<file path="config.mk">
export PLATFORM = sky130hd
export DESIGN_NAME = wdog_sleep_top
export DESIGN_NICKNAME = d
export VERILOG_FILES = /design/src/rtl/wdog_pkg.sv /design/src/rtl/wdog_dpath.sv /design/src/rtl/wdog_ctrl.sv /design/src/rtl/wdog_sleep_top.sv
export SDC_FILE = /design/constraint.sdc
export NUM_CORES = 1
export LEC_CHECK = 0
export ABC_AREA = 0
export BUFFER_PORTS_ARGS = -buffer_cell sky130_fd_sc_hd__buf_4
export CAP_MARGIN = 10
export CORE_UTILIZATION = 43
export DETAILED_ROUTE_END_ITERATION = 10
export SYNTH_ARGS = -nofsm -noshare
export SYNTH_HDL_FRONTEND = slang
export SYNTH_SLANG_ARGS = --single-unit
</file>
<file path="constraint.sdc">
create_clock -name clk -period 2.3 [get_ports clk]
set_input_delay 0.46 -clock clk [delete_from_list [all_inputs] [get_ports clk]]
set_output_delay 0.46 -clock clk [all_outputs]
set_load 0.01 [all_outputs]
</file>
<file path="src/rtl/wdog_pkg.sv">
package wdog_pkg;

  // Strobes from control to datapath, valid for one clock.
  typedef struct packed {
    logic clrCnt;     // return main counter to zero
    logic clrPre;     // return divider count to zero
    logic tickPre;    // tick routed through the divider
    logic tickDirect; // tick routed straight to the counter
  } wdogStrobe_t;

endpackage

</file>
<file path="src/rtl/wdog_dpath.sv">
module wdog_dpath #(
  parameter int CNT_W  = 8,
  parameter int RATE_W = 3,
  parameter int PRE_W  = 7
) (
  input  logic                     clk,
  input  logic                     rstN,
  input  wdog_pkg::wdogStrobe_t    strobe,
  input  logic [RATE_W-1:0]        prescRate,
  output logic                     ovfHit
);

  logic [CNT_W-1:0] cnt;
  logic [PRE_W-1:0] preCnt;
  logic [PRE_W-1:0] rateMask;
  logic             preWrap;
  logic             step;

  // Bit i of the mask is set when the divider bit i lies below the rate.
  genvar gi;
  generate
    for (gi = 0; gi < PRE_W; gi++) begin : g_mask
      assign rateMask[gi] = (gi < int'(prescRate));
    end
  endgenerate

  // The divider completes a period when all of its active low bits are ones.
  assign preWrap = &(preCnt | ~rateMask);
  assign step    = strobe.tickDirect | (strobe.tickPre & preWrap);
  assign ovfHit  = step & (&cnt);

  always_ff @(posedge clk or negedge rstN) begin
    if (!rstN) begin
      cnt    <= '0;
      preCnt <= '0;
    end else begin
      if (strobe.clrCnt)      cnt <= '0;
      else if (step)          cnt <= cnt + 1'b1;

      if (strobe.clrPre)       preCnt <= '0;
      else if (strobe.tickPre) preCnt <= preCnt + 1'b1;
    end
  end

endmodule

</file>
<file path="src/rtl/wdog_ctrl.sv">
module wdog_ctrl (
  input  logic                  clk,
  input  logic                  rstN,
  input  logic                  wdogTick,
  input  logic                  prescToWdog,
  input  logic                  clrWdogCmd,
  input  logic                  sleepCmd,
  input  logic                  ovfHit,
  output wdog_pkg::wdogStrobe_t strobe,
  output logic                  resetReq,
  output logic                  wakeReq,
  output logic                  toFlag,
  output logic                  pdFlag,
  output logic                  asleep
);

  logic doSleep;
  logic doClear;
  logic restart;

  // Strobes count only while the core runs; sleep wins over clear.
  assign doSleep = sleepCmd & ~asleep;
  assign doClear = clrWdogCmd & ~asleep & ~sleepCmd;
  assign restart = doSleep | doClear;

  always_comb begin
    strobe.clrCnt     = restart;
    strobe.clrPre     = restart & prescToWdog;
    strobe.tickPre    = wdogTick & prescToWdog & ~restart;
    strobe.tickDirect = wdogTick & ~prescToWdog & ~restart;
  end

  always_ff @(posedge clk or negedge rstN) begin
    if (!rstN) begin
      toFlag   <= 1'b1;
      pdFlag   <= 1'b1;
      asleep   <= 1'b0;
      resetReq <= 1'b0;
      wakeReq  <= 1'b0;
    end else begin
      resetReq <= 1'b0;
      wakeReq  <= 1'b0;
      if (doSleep) begin
        toFlag <= 1'b1;
        pdFlag <= 1'b0;
        asleep <= 1'b1;
      end else if (doClear) begin
        toFlag <= 1'b1;
        pdFlag <= 1'b1;
      end else if (ovfHit) begin
        toFlag <= 1'b0;
        if (asleep) begin
          wakeReq <= 1'b1;
          asleep  <= 1'b0;
        end else begin
          resetReq <= 1'b1;
        end
      end
    end
  end

endmodule

</file>
<file path="src/rtl/wdog_sleep_top.sv">
module wdog_sleep_top #(
  parameter int CNT_W  = 8,
  parameter int RATE_W = 3
) (
  input  logic              clk,
  input  logic              rstN,
  input  logic              wdogTick,
  input  logic              prescToWdog,
  input  logic [RATE_W-1:0] prescRate,
  input  logic              clrWdogCmd,
  input  logic              sleepCmd,
  output logic              timeoutPulse,
  output logic              resetReq,
  output logic              wakeReq,
  output logic              toFlag,
  output logic              pdFlag,
  output logic              asleep
);

  localparam int PRE_W = (1 << RATE_W) - 1;

  wdog_pkg::wdogStrobe_t strobe;
  logic                  ovfHit;

  wdog_ctrl u_ctrl (
    .clk         (clk),
    .rstN        (rstN),
    .wdogTick    (wdogTick),
    .prescToWdog (prescToWdog),
    .clrWdogCmd  (clrWdogCmd),
    .sleepCmd    (sleepCmd),
    .ovfHit      (ovfHit),
    .strobe      (strobe),
    .resetReq    (resetReq),
    .wakeReq     (wakeReq),
    .toFlag      (toFlag),
    .pdFlag      (pdFlag),
    .asleep      (asleep)
  );

  wdog_dpath #(
    .CNT_W  (CNT_W),
    .RATE_W (RATE_W),
    .PRE_W  (PRE_W)
  ) u_dpath (
    .clk       (clk),
    .rstN      (rstN),
    .strobe    (strobe),
    .prescRate (prescRate),
    .ovfHit    (ovfHit)
  );

  assign timeoutPulse = resetReq | wakeReq;

endmodule

</file>
# Word level (Yosys, flattened, before mapping)
# Index checks and enable logic that the tools add are counted.
[totals]
reg_bits = 20
latchBits = 0
ram_bits = 0
romBits = 0
input_bits = 9
out_inout_bits = 6
elab_cells = 63
memories = 0
[classes]
addsub = 2
n_mul = 0
n_div = 0
n_lt_le_gt_ge = 7
eq_ne = 1
n_shift = 0
mux = 19
n_bitwise = 19
reduce_logical = 8
[op_table]
columns = ["op", "count"]
rows = [
  ["8-bit 2-to-1 mux", 2],
  ["1-bit 2-to-1 mux", 15],
  ["7-bit 2-to-1 mux", 2],
  ["1-bit AND", 10],
  ["3-bit < comparator (first input constant)", 3],
  ["8-bit by 1-bit adder with 8-bit output (second input constant)", 1],
  ["8-bit AND reduction", 1],
  ["2-bit nonzero test", 4],
  ["7-bit by 1-bit adder with 7-bit output (second input constant)", 1],
  ["7-bit inverter", 1],
  ["7-bit OR", 1],
  ["7-bit AND reduction", 1],
  ["1-bit by 3-bit < comparator with 1-bit output (first input constant)", 2],
  ["2-bit by 3-bit < comparator with 1-bit output (first input constant)", 2],
  ["1-bit inverter", 4],
  ["1-bit OR", 3],
  ["3-bit nonzero test", 1],
  ["2-bit by 1-bit != test with 1-bit output (second input constant)", 1],
  ["2-bit AND reduction", 1],
]

# Logic depth before layout (Yosys ltp)
# Gate-level depths: netlist of the first run.
[depth]
word_depth = 12
mapped_depth = 6

# Modules after synthesis
# From an unflattened synthesis of the first run, not the netlist that was laid out.
[hier_totals]
cells_unflattened = 145
hier_area_um2 = 1320.0
[by_module_without_submodules]
columns = ["module", "n_inst", "cells_per_inst", "area_each_um2", "seq_area_each_um2"]
rows = [
  ["wdog_dpath", 1, 124, 1079.8, 375.4],
  ["wdog_ctrl", 1, 20, 234.0, 127.6],
  ["wdog_sleep_top", 1, 1, 6.3, 0.0],
]

# Worst setup path after synthesis of the first run
# No wires, ideal clock.
[synth_path]
path_type = "input-to-reg"
from = "input prescRate[0]"
to = "register u_ctrl.asleep"
t_arrival_ns = 1.579
slack_ns = 0.596
stages = 5
cell_sequence = "nor2b_1 -> o221ai_2 -> o2111ai_2 -> or3_4 -> mux2_4"
[synth_via]
elab_chain_cells = 9
[synth_rtl]
columns = ["item", "line_no", "source"]
rows = [
  ["from (decl)", "wdog_sleep_top.sv:9", "input logic [RATE_W-1:0] prescRate,"],
  ["1-bit by 3-bit < comparator with 1-bit output, or another cell as far along", "wdog_dpath.sv:23", "assign rateMask[gi] = (gi < int'(prescRate));"],
  ["7-bit inverter *", "wdog_dpath.sv:28", "assign preWrap = &(preCnt | ~rateMask);"],
  ["7-bit OR *", "wdog_dpath.sv:28", ""],
  ["7-bit AND reduction *", "wdog_dpath.sv:28", ""],
  ["1-bit AND *", "wdog_dpath.sv:29", "assign step = strobe.tickDirect | (strobe.tickPre & preWrap);"],
  ["1-bit OR *", "wdog_dpath.sv:29", ""],
  ["1-bit AND *", "wdog_dpath.sv:30", "assign ovfHit = step & (&cnt);"],
  ["2-bit nonzero test (no source line) *", "--", ""],
  ["2-bit AND reduction (no source line) *", "--", ""],
  ["to (signal assigned)", "wdog_ctrl.sv:37", "asleep <= 1'b0;"],
  ["to (signal assigned)", "wdog_ctrl.sv:46", "asleep <= 1'b1;"],
  ["to (signal assigned)", "wdog_ctrl.sv:54", "asleep <= 1'b0;"],
  ["to (decl)", "wdog_ctrl.sv:14", "output logic asleep"],
]
# Mark *: on every way between the ends. The rest lies on a longest branch, timed or not.
# A chain may end at the register's enable or synchronous reset.

# Worst setup path in the final report of the first run
[layout_path]
from = "register u_dpath.preCnt[0]"
to = "register u_ctrl.asleep"
[layout_via]
elab_chain_cells = 7
[layout_rtl]
columns = ["item", "line_no", "source"]
rows = [
  ["from (decl)", "wdog_dpath.sv:14", "logic [PRE_W-1:0] preCnt;"],
  ["from (signal assigned)", "wdog_dpath.sv:41", "else if (strobe.tickPre) preCnt <= preCnt + 1'b1;"],
  ["7-bit OR", "wdog_dpath.sv:28", ""],
  ["7-bit AND reduction", "wdog_dpath.sv:28", ""],
  ["1-bit AND", "wdog_dpath.sv:29", ""],
  ["1-bit OR", "wdog_dpath.sv:29", ""],
  ["1-bit AND", "wdog_dpath.sv:30", ""],
  ["2-bit nonzero test (no source line)", "--", ""],
  ["2-bit AND reduction (no source line)", "--", ""],
]
# Every way passes these cells.

==> impl_results.md, run 1 <==
* Syn_nets at 122
* # setup viols final at 0
* Reg clk slew, reported paths at 0.13 ns
* Clk sinks at 20
* CTS tree: done
* Critical Path Max Stage Delay at 0.45 ns
* Status: finished, final reports clean
* Hold Buf Count CTS at 0
* Via count of the routed design at 868
* Count of cell types in the netlist at 34
* Util after Layout at 55.2%
* Root Driver: clkbuf_4
* Hold Violations, Final at 0
* Internal at 0.702 mW
* Clk_lat worst skew at 0.30 ns
* Hold WC Path Type: in -> async
* Num ports at 15
* IO Port Bufs at 14
* Critical path, cell by cell: nand2_1 -> o221ai_2 -> o2111ai_2 -> or3_4 -> mux2_4
* P_sw at 0.320 mW
* CTS buffer count at 3
* Fmax at 556 MHz
* Final total power at 1.02 mW
* Antenna violations before repair at 0
* Fin crit share at 78.3%
* Post-route minimum period at 1.80 ns
* RePlAce Congestion at 0.753
* P per Cell Area at 822 nW/um2
* Vias in the first global route at 873
* Critical path capture point type: flop
* Final wirelength at 2130 um
* Iter 0 DRT Violations at 16
* Switching portion of total power at 31.3%
* Slew HR at 67.0%
* Largest net degree at the start of global routing at 21
* Fin Setup TNS at 0 ns
* Combinational fraction of design power at 20.3%
* WP data arrival at 1.99 ns
* Flip-flop and latch count after synthesis at 20
* Critical Path Fanout Max at 6
* Pins Over Slew Limit at 0
* Synthesized area at 1050 um2
* H-tree depth at 1
* Post-CTS Setup Repair Bufs at 0
* Row cnt at 17
* Routed WL per cell at 13.6 um
* Crit Path Class: reg -> reg
* Layout cells sized above 1 at 22.7%
* Maxcap violations at 0
* Area delta synth->final at 18.5%
* Die Area at 2640 um2
* RSZ-0062 raised after global routing: false
* Die width at 51.4 um
* Leakage at 0.553 nW
* Mean Syn Cell Area at 9.46 um2
* Detailed Place HPWL at 1550 um
* Sequential share of power at 51.2%
* Initial core utilization at 46.6%
* Worst Skew at 0.0123 ns
* Reg-to-reg slack, setup at 0.50 ns
* WP data required at 2.49 ns
* Vias per cell at 5.56
* ANT cells at 0
* Finished Cell Area at 1240 um2
* First-pass DRT Iterations at 6
* Global Route Usage Sum at 19.6%
* Post-CTS sizing at 0
* Placed instance area at 1190 um2
* Antenna Violating Nets Remaining at 0
* Warnings from Yosys at 0
* Clock power share at 28.5%
* Cells after Synth at 111
* Worst reg2reg path endpoint: u_ctrl.asleep$_DFFE_PN0P_
* Worst R2R Path Depth at 5
* Core area at 2250 um2
* DRC at 0
* Die Ht at 51.4 um
* Startpoint Class: flop
* Worst r2r src: u_dpath.preCnt[0]$_DFFE_PN0P_
* Grt ovf at 0
* Nets at 140
* Global-route wire length before repair at 3840 um
* Seq/Total Area, Yosys at 47.9%
* Slew @ Worst Pin at 0.494 ns
* VDD IR-drop max at 491 uV
* Clk buf depth at 2
* CP max stage cell: or3_4
==> how the worst max path moves through the flow <==
| stage | start | end | slack, ns | cells past startpoint |
|---|---|---|---|---|
| after CTS | u_dpath.preCnt[0]$_DFFE_PN0P_ | u_ctrl.asleep$_DFFE_PN0P_ | 0.49 | 5 |
| after detailed placement | prescRate[2] | u_ctrl.asleep$_DFFE_PN0P_ | 0.39 | 6 |
| after global routing | u_dpath.preCnt[0]$_DFFE_PN0P_ | u_ctrl.asleep$_DFFE_PN0P_ | 0.36 | 5 |
| final | u_dpath.preCnt[0]$_DFFE_PN0P_ | u_ctrl.asleep$_DFFE_PN0P_ | 0.50 | 5 |
| after floorplan | prescRate[0] | u_ctrl.asleep$_DFFE_PN0P_ | 0.60 | 5 |
| after global placement | prescRate[2] | u_ctrl.asleep$_DFFE_PN0P_ | 0.41 | 6 |
==> through the flow <==
step	setup slack, ns	std cells	hold slack [ns]
finish	0.500	156	0.00408
floorplan	0.596	111	0.164
global placement	0.413	152	0.352
global route	0.361	156	0.0201
detailed placement	0.387	152	0.356
CTS	0.488	156	0.0121
==> layout make-up <==
type	count	area, um2
Clock buffer	3	22.5
Clock inverter	1	30.0
Fill cell	211	1010
Inverter	5	18.8
Multi-Input combinational cell	83	514
Sequential cell	20	503
Tap cell	28	35.0
Timing Repair Buffer	16	120
==> worst max-delay path: cells and delay by family, from the launching register on <==
| family | cells | cell delay (ns) |
|---|---|---|
| AOI/OAI and AO/OA | 2 | 0.41 |
| and+or+nand+nor | 2 | 0.58 |
| DFF | 1 | 0.44 |
| muxes | 1 | 0.27 |
==> logic make-up (layout without fill, tap and decap cells) <==
kind of cell,count (synthesis),in the layout,share of synthesized area (%)
compound gates,34,34,22.1
xor+xnor,1,1,0.834
simple gates,44,44,21.3
flops,20,20,47.9
buf+inv,8,25,3.10
fa+ha+maj,2,2,2.38
mux,2,2,2.38
==> registers in the layout, summed over array words and instances, names as in the netlist <==
register	flops
u_ctrl.wakeReq	1
u_dpath.preCnt	7
u_ctrl.resetReq	1
u_ctrl.asleep	1
u_ctrl.pdFlag	1
u_dpath.cnt	8
u_ctrl.toFlag	1
==> cells in the mapped netlist <==
cell type	count	area, um2
ha_1	2	25.0
o221ai_2	2	30.0
nor2b_1	2	12.5
nand2_1	13	48.8
nor2_1	8	30.0
nor4_1	1	6.26
o31ai_1	4	30.0
o21bai_1	1	7.51
mux2i_1	1	10.0
and3_1	1	6.26
or2_2	1	6.26
xor2_1	1	8.76
or3_4	1	11.3
nand2_2	1	6.26
o2bb2ai_1	1	8.76
a21o_1	1	7.51
dfstp_2	2	52.6
dfrtp_1	18	450
o2111ai_2	1	15.0
nand3_1	6	30.0
clkbuf_1	1	3.75
and2_1	1	6.26
a21boi_0	1	7.51
inv_1	5	18.8
mux2_4	1	15.0
nand4_1	3	18.8
buf_2	2	10.0
o21ai_0	11	55.1
or3_1	3	18.8
a22o_1	1	8.76
a21boi_1	1	7.51
a21oi_1	9	45.0
or4_1	3	22.5
o41ai_1	1	8.76
==> cells in the final DEF (no fill, tap or decap), types with 2 or more instances in the layout <==
master and n:
ha_1 2, nand3_1 6, nor2b_1 2, or4_1 3, dfrtp_1 18, o31ai_1 4, nor2_1 8, nand2_1 13
buf_4 16, o21ai_0 11, a21oi_1 9, inv_1 5, o221ai_2 2, nand4_1 3, or3_1 3, clkbuf_4 3
dfstp_2 2
==> power by group through the flow <==
stage	combinational, mW	sequential (mW)	clock [mW]
after global routing	0.250	0.541	0.304
after CTS	0.211	0.525	0.295
after floorplan	0.154	0.510	0
final	0.208	0.524	0.291
after global placement	0.204	0.530	0
after detailed placement	0.210	0.533	0
==> per-layer routing <==
layer	global-route usage (%)	part of all wire [%]
met1	25.4	48
met4	8.56	0.80
met5	0	0
met2	32.3	48
met3	2.98	3.3
Note: power is estimated with default switching activity, not from simulation.
==> inputs of run 2 (changes only) <==
Clock period 2.3 ns to 1.7 ns, I/O delays scaled along.
==> run 2 against run 1 <==
Via count is 6.6% higher. Sequential cell count stayed put. Count of clock-buffer cells in the layout grew 1. Register-to-register slack worse by 0.49 ns. Global-route usage is 0.41 points higher. Setup slack worse by 0.49 ns. Critical endpoint unchanged.
==> impl_results.md, run 2 (synthesis results as in run 1) <==
* Status: finished, final reports clean
* ANT cells at 0 (unchanged)
* Iter 0 DRT Violations at 21 (+5)
* Final-layout fill cell count at 213 (+0.95%)
* WHS at 0.201 ns (+0.197 ns)
* Core area at 2250 um2 (unchanged)
* Startpoint Class: flop
* Vias in the first global route at 908 (+4.0%)
* Clk_lat worst skew at 0.30 ns (about the same)
* Hold Violations, Final at 0 (unchanged)
* Register area at 503 um2 (unchanged)
* WP data arrival at 1.89 ns (-0.10 ns)
* VDD IR-drop max at 665 uV (+35%)
* Final wirelength at 2320 um (+8.9%)
* Post-route minimum period at 1.69 ns (-0.115 ns)
* Fin crit share at 99.1% (+21 points)
* Antenna violations before repair at 0 (unchanged)
* Global-route wire length before repair at 3930 um (+2.2%)
* CTS buffer count at 3 (unchanged)
* First-pass DRT Iterations at 4 (-2)
* Initial core utilization at 46.6% (unchanged)
* WP data required at 1.90 ns (-0.59 ns)
* Detailed Place HPWL at 1600 um (+3.1%)
* Die Ht at 51.4 um (unchanged)
* Internal at 0.911 mW (+30%)
* IO Port Bufs at 14 (unchanged)
* Finished Cell Area at 1360 um2 (+9.1%)
* CTS tree: done
* Largest regs: u_dpath.cnt (8), u_dpath.preCnt (7)
* Num ports at 15 (unchanged)
* Crit Path Class: reg -> reg
* Most flops, register: u_dpath.cnt
* Vias per cell at 5.57 (+0.15%)
* Global Route Usage Sum at 20.1% (+0.41 points)
* Critical path, cell by cell: nor2b_1 -> o221ai_2 -> o2111ai_4 -> or3_4 -> mux2_4
* CP max stage cell: dfrtp_1
* RePlAce Congestion at 0.798 (+6.0%)
* Root Driver: clkbuf_4
* Combinational fraction of design power at 28.8% (+8.5 points)
* Util after Layout at 60.2% (+5.0 points)
* Critical path capture point type: flop
* Reg clk slew, reported paths at 0.12 ns (about the same)
* Area of the multi-input gates at 562 um2 (+9.2%)
* Grt ovf at 0 (unchanged)
* Fmax at 593 MHz (+6.8%)
* Nets at 150 (+7.1%)
* Maxcap violations at 0 (unchanged)
* Worst Skew at 0.000832 ns (-0.0114 ns)
* DRC at 0 (unchanged)
* Layout cells sized above 1 at 31.9% (+9.2 points)
* RSZ-0062 raised after global routing: true
* Slew HR at 81.2% (+14 points)
* H-tree depth at 1 (unchanged)
* Die Area at 2640 um2 (unchanged)
* Hold WC Path Type: in -> reg
* P_sw at 0.471 mW (+47%)
* Switching portion of total power at 34.1% (+2.7 points)
* Via count of the routed design at 925 (+6.6%)
* Placed instance area at 1250 um2 (+5.0%)
* Die width at 51.4 um (unchanged)
* Antenna Violating Nets Remaining at 0 (unchanged)
* Max reg flops at 8 (unchanged)
* Clock power share at 20.7% (-7.8 points)
* Routed WL per cell at 14.0 um (+2.4%)
* # setup viols final at 0 (unchanged)
* Sequential share of power at 50.5% (-0.7 points)
* Area delta synth->final at 29.2%
* Most frequent cells in the layout: 24 x buf_4, 18 x dfrtp_1, 12 x nand2_1
* Critical Path Fanout Max at 6 (unchanged)
* Commonest non-fill, non-tap cell in the layout: buf_4
* Row cnt at 17 (unchanged)
* Clk buf depth at 2 (unchanged)
* Leakage at 0.600 nW (+8.5%)
* P per Cell Area at 1020 nW/um2 (+24%)
* Pins Over Slew Limit at 0 (unchanged)
* Slew @ Worst Pin at 0.278 ns (-0.217 ns)
* Largest net degree at the start of global routing at 21 (unchanged)
* Critical Path Max Stage Delay at 0.43 ns (-0.02 ns)
* Clk sinks at 20 (unchanged)
[run 2: final timing paths]
| path | startpoint | endpoint | slack (ns) | depth (start not counted) |
|---|---|---|---|---|
| max | u_dpath.preCnt[6]$_DFFE_PN0P_ | u_ctrl.asleep$_DFFE_PN0P_ | 0.01 | 5 |
| min | sleepCmd | u_ctrl.pdFlag$_DFFE_PN1N_ | 0.20 | 2 |
| max reg2reg | u_dpath.preCnt[6]$_DFFE_PN0P_ | u_ctrl.asleep$_DFFE_PN0P_ | 0.01 | 5 |
| min reg2reg | u_ctrl.toFlag$_DFFE_PN1P_ | u_ctrl.toFlag$_DFFE_PN1P_ | 0.53 | 1 |
| max in group asynchronous | rstN | u_ctrl.toFlag$_DFFE_PN1P_ | 1.00 | 2 |
| min in group asynchronous | rstN | u_dpath.cnt[3]$_DFFE_PN0P_ | 0.43 | 2 |
[run 2: per-stage QoR]
stage          worst slack (ns)  std cells  TNS (ns)  power, mW
2_1_floorplan            0.0835        111         0      0.898
3_5_place_dp            -0.0944        160    -0.224       1.07
3_3_place_gp            -0.0699        160    -0.101       1.05
6_report                 0.0147        166         0       1.38
5_1_grt                 -0.0611        166    -0.241       1.49
4_1_cts                -0.00187        165  -0.00187       1.37
[run 2: layout make-up]
| class | instances | share of cell area, % |
|---|---|---|
| Clock buffer | 4 | 2.68 |
| Inverter | 5 | 1.38 |
| Multi-Input combinational cell | 83 | 41.4 |
| Sequential cell | 20 | 37.1 |
| Tap cell | 28 | 2.58 |
| Timing Repair Buffer | 26 | 14.9 |
[run 2: timing repair]
| item | in CTS | in global routing |
|---|---|---|
| setup buffers | 0 | 1 |
| cloned | 0 | 0 |
| gates resized for setup | 2 | 8 |
| endpoints found under the setup margin | 1 | 8 |
| hold buffers | 1 | 0 |
| pin swaps | 3 | 6 |
| endpoints found under the hold margin | 18 | 0 |
[run 2: worst max-delay path: cells and delay by family, from the launching register on]
| family | cells | cell delay, ns |
|---|---|---|
| and+or+nand+nor | 2 | 0.47 |
| DFF | 1 | 0.43 |
| AOI/OAI and AO/OA | 2 | 0.41 |
| muxes | 1 | 0.27 |
[run 2: power groups by stage]
| stage | clock network, mW | logic, mW | registers, mW |
|---|---|---|---|
| after floorplan | 0 | 0.209 | 0.689 |
| after global placement | 0 | 0.355 | 0.699 |
| after detailed placement | 0 | 0.364 | 0.705 |
| after CTS | 0.295 | 0.378 | 0.695 |
| after global routing | 0.311 | 0.463 | 0.714 |
| final | 0.286 | 0.398 | 0.698 |
[run 2: metal layers]
metal | GRT usage (%) | routed length [um]
met1 | 23.6 | 1010
met2 | 34.0 | 1190
met3 | 5.95 | 83
met4 | 7.66 | 33
met5 | 0 | 0
